==> src/rtl/urdhvaMacPkg.sv <==
package urdhvaMacPkg;
  localparam int OPERAND_W = 16;
  localparam int RESULT_W  = 2 * OPERAND_W;

  typedef struct packed {
    logic loadProd;
    logic addAcc;
    logic zeroAcc;
  } macStrobes_t;
endpackage

==> src/rtl/crossCell2.sv <==
// 2x2 base cell: column 0 is the vertical pair, column 1 the crosswise pair,
// column 2 the high vertical pair plus the carry out of column 1.
module crossCell2 (
  input  logic [1:0] a,
  input  logic [1:0] b,
  output logic [3:0] p
);
  logic crossX, crossY, crossSum, crossCarry, highTerm;

  always_comb begin
    crossX     = a[1] & b[0];
    crossY     = a[0] & b[1];
    crossSum   = crossX ^ crossY;
    crossCarry = crossX & crossY;
    highTerm   = a[1] & b[1];
    p[0]       = a[0] & b[0];
    p[1]       = crossSum;
    p[2]       = highTerm ^ crossCarry;
    p[3]       = highTerm & crossCarry;
  end
endmodule

==> src/rtl/crossMulStage.sv <==
// Recursive WxW unsigned multiplier; W must be a power of two, at least 2.
module crossMulStage #(
  parameter int W = 16
) (
  input  logic [W-1:0]   a,
  input  logic [W-1:0]   b,
  output logic [2*W-1:0] p
);
  localparam int H = W / 2;

  generate
    if (W == 2) begin : g_base
      crossCell2 u_cell (.a(a), .b(b), .p(p));
    end else begin : g_split
      logic [W-1:0] pLoLo, pLoHi, pHiLo, pHiHi;
      logic [W:0]   midSum;

      crossMulStage #(.W(H)) u_ll (.a(a[H-1:0]), .b(b[H-1:0]), .p(pLoLo));
      crossMulStage #(.W(H)) u_lh (.a(a[H-1:0]), .b(b[W-1:H]), .p(pLoHi));
      crossMulStage #(.W(H)) u_hl (.a(a[W-1:H]), .b(b[H-1:0]), .p(pHiLo));
      crossMulStage #(.W(H)) u_hh (.a(a[W-1:H]), .b(b[W-1:H]), .p(pHiHi));

      always_comb begin
        midSum = {1'b0, pLoHi} + {1'b0, pHiLo};
        p      = {pHiHi, pLoLo} + {{(H-1){1'b0}}, midSum, {H{1'b0}}};
      end
    end
  endgenerate
endmodule

==> src/rtl/urdhvaMacCtrl.sv <==
module urdhvaMacCtrl
  import urdhvaMacPkg::*;
(
  input  logic        inValid,
  input  logic        accEn,
  input  logic        accClear,
  output macStrobes_t strobes
);
  always_comb begin
    strobes.loadProd = inValid;
    strobes.zeroAcc  = accClear;
    strobes.addAcc   = inValid & accEn & ~accClear;
  end
endmodule

==> src/rtl/urdhvaMacDatapath.sv <==
module urdhvaMacDatapath
  import urdhvaMacPkg::*;
#(
  parameter int DATA_W = OPERAND_W
) (
  input  logic                  clk,
  input  logic                  rstN,
  input  logic [DATA_W-1:0]     opA,
  input  logic [DATA_W-1:0]     opB,
  input  macStrobes_t           strobes,
  output logic [2*DATA_W-1:0]   product,
  output logic [2*DATA_W-1:0]   accum,
  output logic                  outValid
);
  localparam int PROD_W = 2 * DATA_W;

  logic [PROD_W-1:0] rawProd;
  logic [PROD_W-1:0] prodQ, accQ;
  logic              validQ;

  crossMulStage #(.W(DATA_W)) u_mul (.a(opA), .b(opB), .p(rawProd));

  always_ff @(posedge clk or negedge rstN) begin
    if (!rstN) begin
      prodQ  <= '0;
      accQ   <= '0;
      validQ <= 1'b0;
    end else begin
      validQ <= strobes.loadProd;
      if (strobes.loadProd) prodQ <= rawProd;
      if (strobes.zeroAcc)     accQ <= '0;
      else if (strobes.addAcc) accQ <= accQ + rawProd;
    end
  end

  assign product  = prodQ;
  assign accum    = accQ;
  assign outValid = validQ;
endmodule

==> src/rtl/urdhvaMac.sv <==
module urdhvaMac
  import urdhvaMacPkg::*;
(
  input  logic                  clk,
  input  logic                  rstN,
  input  logic [OPERAND_W-1:0]  opA,
  input  logic [OPERAND_W-1:0]  opB,
  input  logic                  inValid,
  input  logic                  accEn,
  input  logic                  accClear,
  output logic [RESULT_W-1:0]   product,
  output logic [RESULT_W-1:0]   accum,
  output logic                  outValid
);
  macStrobes_t strobes;

  urdhvaMacCtrl u_ctrl (
    .inValid(inValid), .accEn(accEn), .accClear(accClear), .strobes(strobes)
  );

  urdhvaMacDatapath #(.DATA_W(OPERAND_W)) u_dp (
    .clk(clk), .rstN(rstN), .opA(opA), .opB(opB), .strobes(strobes),
    .product(product), .accum(accum), .outValid(outValid)
  );
endmodule

==> config.mk <==
export PLATFORM = sky130hd
export DESIGN_NAME = urdhvaMac
export DESIGN_NICKNAME = d
export VERILOG_FILES = /design/src/rtl/urdhvaMacPkg.sv /design/src/rtl/crossCell2.sv /design/src/rtl/crossMulStage.sv /design/src/rtl/urdhvaMacCtrl.sv /design/src/rtl/urdhvaMacDatapath.sv /design/src/rtl/urdhvaMac.sv
export SDC_FILE = /design/constraint.sdc
export NUM_CORES = 1
export LEC_CHECK = 0
export BUFFER_PORTS_ARGS = -buffer_cell sky130_fd_sc_hd__buf_2
export CORE_MARGIN = 3
export CORE_UTILIZATION = 60
export DETAILED_ROUTE_END_ITERATION = 12
export GPL_ROUTABILITY_DRIVEN = 1
export PLACE_DENSITY = 0.86
export SKIP_CTS_REPAIR_TIMING = 1
export SLEW_MARGIN = 20
export SYNTH_ARGS = -nofsm -noshare
export SYNTH_HDL_FRONTEND = slang
export SYNTH_SLANG_ARGS = --single-unit
==> constraint.sdc <==
create_clock -name clk -period 3.3 [get_ports clk]
set_input_delay 0.165 -clock clk [delete_from_list [all_inputs] [get_ports clk]]
set_output_delay 0.165 -clock clk [all_outputs]
set_load 0.1 [all_outputs]
[Word level (Yosys, flattened, before mapping)]
Cells that the tools add are included.
Cells by class
  add/sub/neg operators: 43
  multiplexer cells: 2
  bitwise operators: 515
  reductions and logical operators: 1
Operator list (count)
  $and A1 B1 Y1: 386
  $add A8 B7 Y8: 16
  $xor A1 B1 Y1: 128
  $add A4 B4 Y5: 16
  $add A16 B13 Y16: 4
  $mux W32: 2
  $add A8 B8 Y9: 4
  $add A32 B25 Y32: 1
  $add A32 B32 Y32: 1
  $add A16 B16 Y17: 1
  $reduce_bool A2 Y1: 1
  $not A1 Y1: 1
Storage, ports and cells
  register bits after elaboration: 65
  bits of input ports: 37
  output and inout bits: 65
  logic and storage cells: 564

[Depth between registers and ports, before layout]
  depth in word-level cells: 12
  gate-level depth with buffers: 43
  mapped depth without buffers: 42

[Hierarchy]
Synthesis repeated with hierarchy kept, for this count alone.
Second synthesis, totals
  cells, all modules: 2062
  area, all modules: 17869.6 µm²
By module, submodules not included
  crossMulStage at u_dp.u_mul.g_split.u_hh.g_split.u_hh ...: instances 16, cells each 34, area an instance 311.5 µm², seq. area each 0.0 µm²
  urdhvaMacDatapath: instances 1, cells each 432, area an instance 4305.4 µm², seq. area each 1626.6 µm²
  crossCell2: instances 64, cells each 7, area an instance 57.6 µm², seq. area each 0.0 µm²
  crossMulStage at u_dp.u_mul: instances 1, cells each 256, area an instance 1863.0 µm², seq. area each 0.0 µm²
  crossMulStage at u_dp.u_mul.g_split.u_lh ...: instances 2, cells each 95, area an instance 762.0 µm², seq. area each 0.0 µm²
  crossMulStage at u_dp.u_mul.g_split.u_hh: instances 1, cells each 93, area an instance 743.2 µm², seq. area each 0.0 µm²
  crossMulStage at u_dp.u_mul.g_split.u_hl: instances 1, cells each 96, area an instance 742.0 µm², seq. area each 0.0 µm²
  urdhvaMacCtrl: instances 1, cells each 3, area an instance 23.8 µm², seq. area each 0.0 µm²

[Least setup slack after synthesis]
OpenSTA, ideal clock, no wires.
  kind: in2reg
  from: in opB[2]
  to: reg u_dp.accQ[31] (netlist: u_dp.accum[31])
  library setup time: 78 ps
  data arrival time: 7528 ps
  required time: 3222 ps
  setup slack: -4306 ps
  stages on the path: 40
  path buffers: 1
  cells stage by stage: clkbuf_1 and2_1 ha_1 fa_1 inv_1 fa_1 inv_1 ha_1 inv_1 nor2_1 nor2_1 o21bai_1 a21oi_1 xnor2_1 ha_1 inv_1 o21bai_1 a21oi_1 [4 not listed] a2111oi_2 o21ai_1 a41oi_2 nand2b_1 nand2b_1 a21oi_1 xnor2_1 ha_1 and2_1 nand2_1 a31oi_1 nand3_1 a21o_1 a211oi_2 o211ai_1 and3b_1 or4_1 a21oi_1
On the way
  longest elaborated chain between the ends: 12
  elaborated cells on any way between the ends: 65
  classes of those cells: add/sub (15); mux (2); bitwise (48)
RTL lines
  start: declaration: RTL line urdhvaMac.sv:7  | input logic [OPERAND_W-1:0] opB,
  $and A1 B1 Y1: RTL line crossCell2.sv:11  | crossX = a[1] & b[0];
  $and A1 B1 Y1: RTL line crossCell2.sv:14  | crossCarry = crossX & crossY;
  $xor A1 B1 Y1 or $and A1 B1 Y1 (tied branches): RTL line crossCell2.sv:18, crossCell2.sv:19
  $add A4 B4 Y5: RTL line crossMulStage.sv:24  | midSum = {1'b0, pLoHi} + {1'b0, pHiLo};
  $add A8 B7 Y8: RTL line crossMulStage.sv:25  | p = {pHiHi, pLoLo} + {{(H-1){1'b0}}, midSum, {H{1'b0}}};
  $add A8 B8 Y9: RTL line crossMulStage.sv:24
  $add A16 B13 Y16: RTL line crossMulStage.sv:25
  $add A16 B16 Y17: RTL line crossMulStage.sv:24
  $add A32 B25 Y32 *: RTL line crossMulStage.sv:25
  via u_dp.rawProd[19]: RTL line urdhvaMacDatapath.sv:17  | logic [PROD_W-1:0] rawProd;
  $add A32 B32 Y32 *: RTL line urdhvaMacDatapath.sv:32  | else if (strobes.addAcc) accQ <= accQ + rawProd;
  $mux W32 *: RTL line urdhvaMacDatapath.sv:32
  $mux W32 *: RTL line urdhvaMacDatapath.sv:31  | if (strobes.zeroAcc) accQ <= '0;
  end signal: assignment: RTL line urdhvaMacDatapath.sv:32
  end: declaration: RTL line urdhvaMacDatapath.sv:18  | logic [PROD_W-1:0] prodQ, accQ;
Mark *: on every way through the listed nets, which the timed path passes. The rest lies on a longest branch. The select of a mux whose other input is x is not followed.
A chain may end at the register's enable or synchronous reset.

[Final worst setup path]
  from: in opA[1]
  to: reg u_dp.accQ[31] (netlist: u_dp.accum[31])
On the way
  longest elaborated chain between the ends: 12
  elaborated cells on any way between the ends: 65
  classes of those cells: add/sub (15); mux (2); bitwise (48)
RTL lines
  start: declaration: RTL line urdhvaMac.sv:6  | input logic [OPERAND_W-1:0] opA,
  $and A1 B1 Y1: RTL line crossCell2.sv:11
  $and A1 B1 Y1: RTL line crossCell2.sv:14
  $xor A1 B1 Y1 or $and A1 B1 Y1 (tied branches): RTL line crossCell2.sv:18, crossCell2.sv:19
  $add A4 B4 Y5: RTL line crossMulStage.sv:24
  $add A8 B7 Y8: RTL line crossMulStage.sv:25
  $add A8 B8 Y9: RTL line crossMulStage.sv:24
  $add A16 B13 Y16: RTL line crossMulStage.sv:25
  $add A16 B16 Y17: RTL line crossMulStage.sv:24
  $add A32 B25 Y32 *: RTL line crossMulStage.sv:25
  via u_dp.rawProd[18]: RTL line urdhvaMacDatapath.sv:17
  $add A32 B32 Y32 *: RTL line urdhvaMacDatapath.sv:32
  $mux W32 *: RTL line urdhvaMacDatapath.sv:32
  $mux W32 *: RTL line urdhvaMacDatapath.sv:31
Marked as above.

==> metrics.txt <==
status=finished with violations; failing checks=hold timing, setup timing; post-synthesis cell count=1882; Hold WS=-41.16 ps; Slew @ Worst Pin=1071 ps; Syn Nets=2367; Crit path required time=3560 ps; DRC violations left=0; crit-path max FO=13; die area=0.02879 sq mm; GP Congestion=0.9216; via count=17120; Worst-path clk slew=60 ps; RSZ-0062 raised after global routing=true; starting density of the core=61.34%; Worst setup SP type=input port; area of placed instances=0.01973 sq mm; final worst slack=-4950 ps; Fmax=121.2 MHz; vias in the first global route=16120; most frequent CP cell=a21oi_2; register bit total from synthesis=65; Core Area=0.02621 sq mm; WL/cell=22.91 um; Synth Flop Type=dfrtp_1; cell taking the most area after synthesis=ha_1; Final ANT Viol Nets=0; Clk Latency, worst-skew pair=340 ps; Crit path arrival time=8510 ps; layout cell share with drive strength beyond 1=33.26%; H-tree Lvls=3; largest net degree at the start of global routing=39; count leader, synth=ha_1; Synth Warn #=0; min cycle time layout=8250 ps; height of the chip=169.7 um; Reg2Reg Setup Slack=-440 ps; Die Width=169.7 um; Hold Path Class=in2async; Via density=6.494; register area share after synthesis=10.12%; First-pass DRT Iterations=7; worst-case clock skew=12.04 ps; Max-slew headroom=28.58%; filler cell count=1214; CP Buf/Inv Count=4; initial drt markers=1823; # rows=59; Syn Std Cell Area=0.01607 sq mm; Synth top area share=31.52%; antenna violations before repair=1; Total GRT Usage=31.43%; cts bufs inserted=9; root cell of the clock tree=clkbuf_16; WS Path Type=in2reg; number of library cell types mapped by synthesis=55; most frequent cells after synthesis=ha_1, and2_1, a21oi_1, xnor2_1, inv_1; final hold vios=36; CTS tree=done; port buffer count=101; grt total ovfl=0; crit path max-delay cell type=or4_4; Max stage delay on crit path=530 ps; maxcap violations=0; CTS max path bufs=2; CP Capture Type=register; syn_area_per_cell=8.541 sq um; Fin Setup TNS=-145430 ps; WL final=60400 um; CP top delay family=compound AO/OA/AOI/OAI gates; nets=2781; synth top area cells=ha_1, and2_1, dfrtp_1; first-pass GRT wire length=75130 um; Synth-to-Final Area Change=35.03%; # clock sinks=65; Slew Viols, Final=0; asr flop ratio synth=100.0%; number of synthesized flops with an enable pin=0; Setup WS pre-CTS=-4724 ps; part of the cycle the worst path needs=250.0%; post-route cell area=0.02170 sq mm; dpl hpwl=38520 um; setup violators final=52; I/O pins=102
## area by class of cell
class | instances | area (sq um) | area share, %
clock inverter | 3 | 40.04 | 0.1845
timing repair buffer | 451 | 3308 | 15.24
tap | 335 | 419.2 | 1.931
inverter | 154 | 583.1 | 2.686
clock buffer | 12 | 256.5 | 1.182
multi-input combinational | 1615 | 15470 | 71.27
antenna | 1 | 2.502 | 0.01153
sequential | 65 | 1627 | 7.494
## final timing paths
kind,from,endpoint,depth (start not counted)
worst min register to register,u_dp.product[3]$_DFFE_PN0P_,u_dp.product[3]$_DFFE_PN0P_,1
max in group asynchronous,rstN,u_dp.product[6]$_DFFE_PN0P_,2
worst max-delay path,opA[1],u_dp.accum[31]$_DFFE_PN0P_,44
worst min-delay path,rstN,u_dp.accum[31]$_DFFE_PN0P_,1
min in group clk,inValid,u_dp.product[10]$_DFFE_PN0P_,2
worst max register to register,u_dp.accum[1]$_DFFE_PN0P_,u_dp.accum[19]$_DFFE_PN0P_,11
## flip-flops by register name, indices dropped and copies added (netlist names)
signal,flops
u_dp.accum,32
u_dp.product,32
u_dp.outValid,1
## per-layer routing
metal	vias to the layer above	wire (um)	track usage, %
met5	-	0	0
met1	8058	21510	37.68
li1	7349	-	-
met2	1236	28340	56.09
met3	474	5465	3.611
met4	0	5089	14.69
## through the flow
step / instances / util, % / hold slack [ps]
after floorplan: 1882 / - / -130.6
after global placement: 2582 / 75.28 / 297.7
after detailed placement: 2582 / 75.28 / 317.6
after CTS: 2597 / 76.41 / -24.76
after global routing: 2635 / 82.81 / 27.24
final: 2636 / 82.82 / -41.16
## cell usage in the layout, fill, tap and decap left out, types with 8 or more instances in the layout
cell / Yosys / layout
a21o_1: 104 / 104
a21oi_1: 171 / 109
a21oi_2: 2 / 57
and2_1: 261 / 240
and2_4: 0 / 21
buf_2: 1 / 84
buf_4: 0 / 338
buf_6: 0 / 24
clkbuf_16: 0 / 10
dfrtp_1: 65 / 65
fa_1: 43 / 34
fa_2: 0 / 9
ha_1: 405 / 352
ha_2: 0 / 11
ha_4: 0 / 42
inv_1: 154 / 139
inv_2: 0 / 13
mux2_2: 32 / 23
mux2_4: 0 / 9
nand2_1: 74 / 69
nand2b_1: 17 / 15
nand3_1: 16 / 15
nor2_1: 62 / 54
nor2b_1: 16 / 14
nor3_1: 16 / 13
o211ai_1: 8 / 8
o21a_1: 12 / 12
o21ai_0: 31 / 18
o21ai_2: 0 / 9
o21bai_1: 53 / 51
xnor2_1: 170 / 136
xnor2_2: 1 / 28
xor2_1: 42 / 34
## worst reg2reg max path, stage by stage, from the launching register on
cell	delay, ps
dfrtp_1	430
ha_1	370
a211o_1	350
a21oi_1	270
nand4b_1	240
a21boi_1	110
o21a_1	220
o21ai_0	230
a21oi_1	150
o41ai_1	510
xor2_1	250
o31ai_1	450
## kinds of logic (layout without fill, tap and decap cells)
logic type	count (synthesis)	after routing	synth area share, %
AOI/OAI and AO/OA	437	437	17.73
xor gates and xnor gates	213	213	11.65
adders and majority gates	448	448	36.88
muxes	32	32	2.242
buffers and inverters	202	620	4.725
DFF	65	65	10.12
other	0	1	0
and+or+nand+nor	485	485	16.65
Power is not shown: default switching activity piles up to over one toggle a cycle in this logic, so the estimate is an artifact.
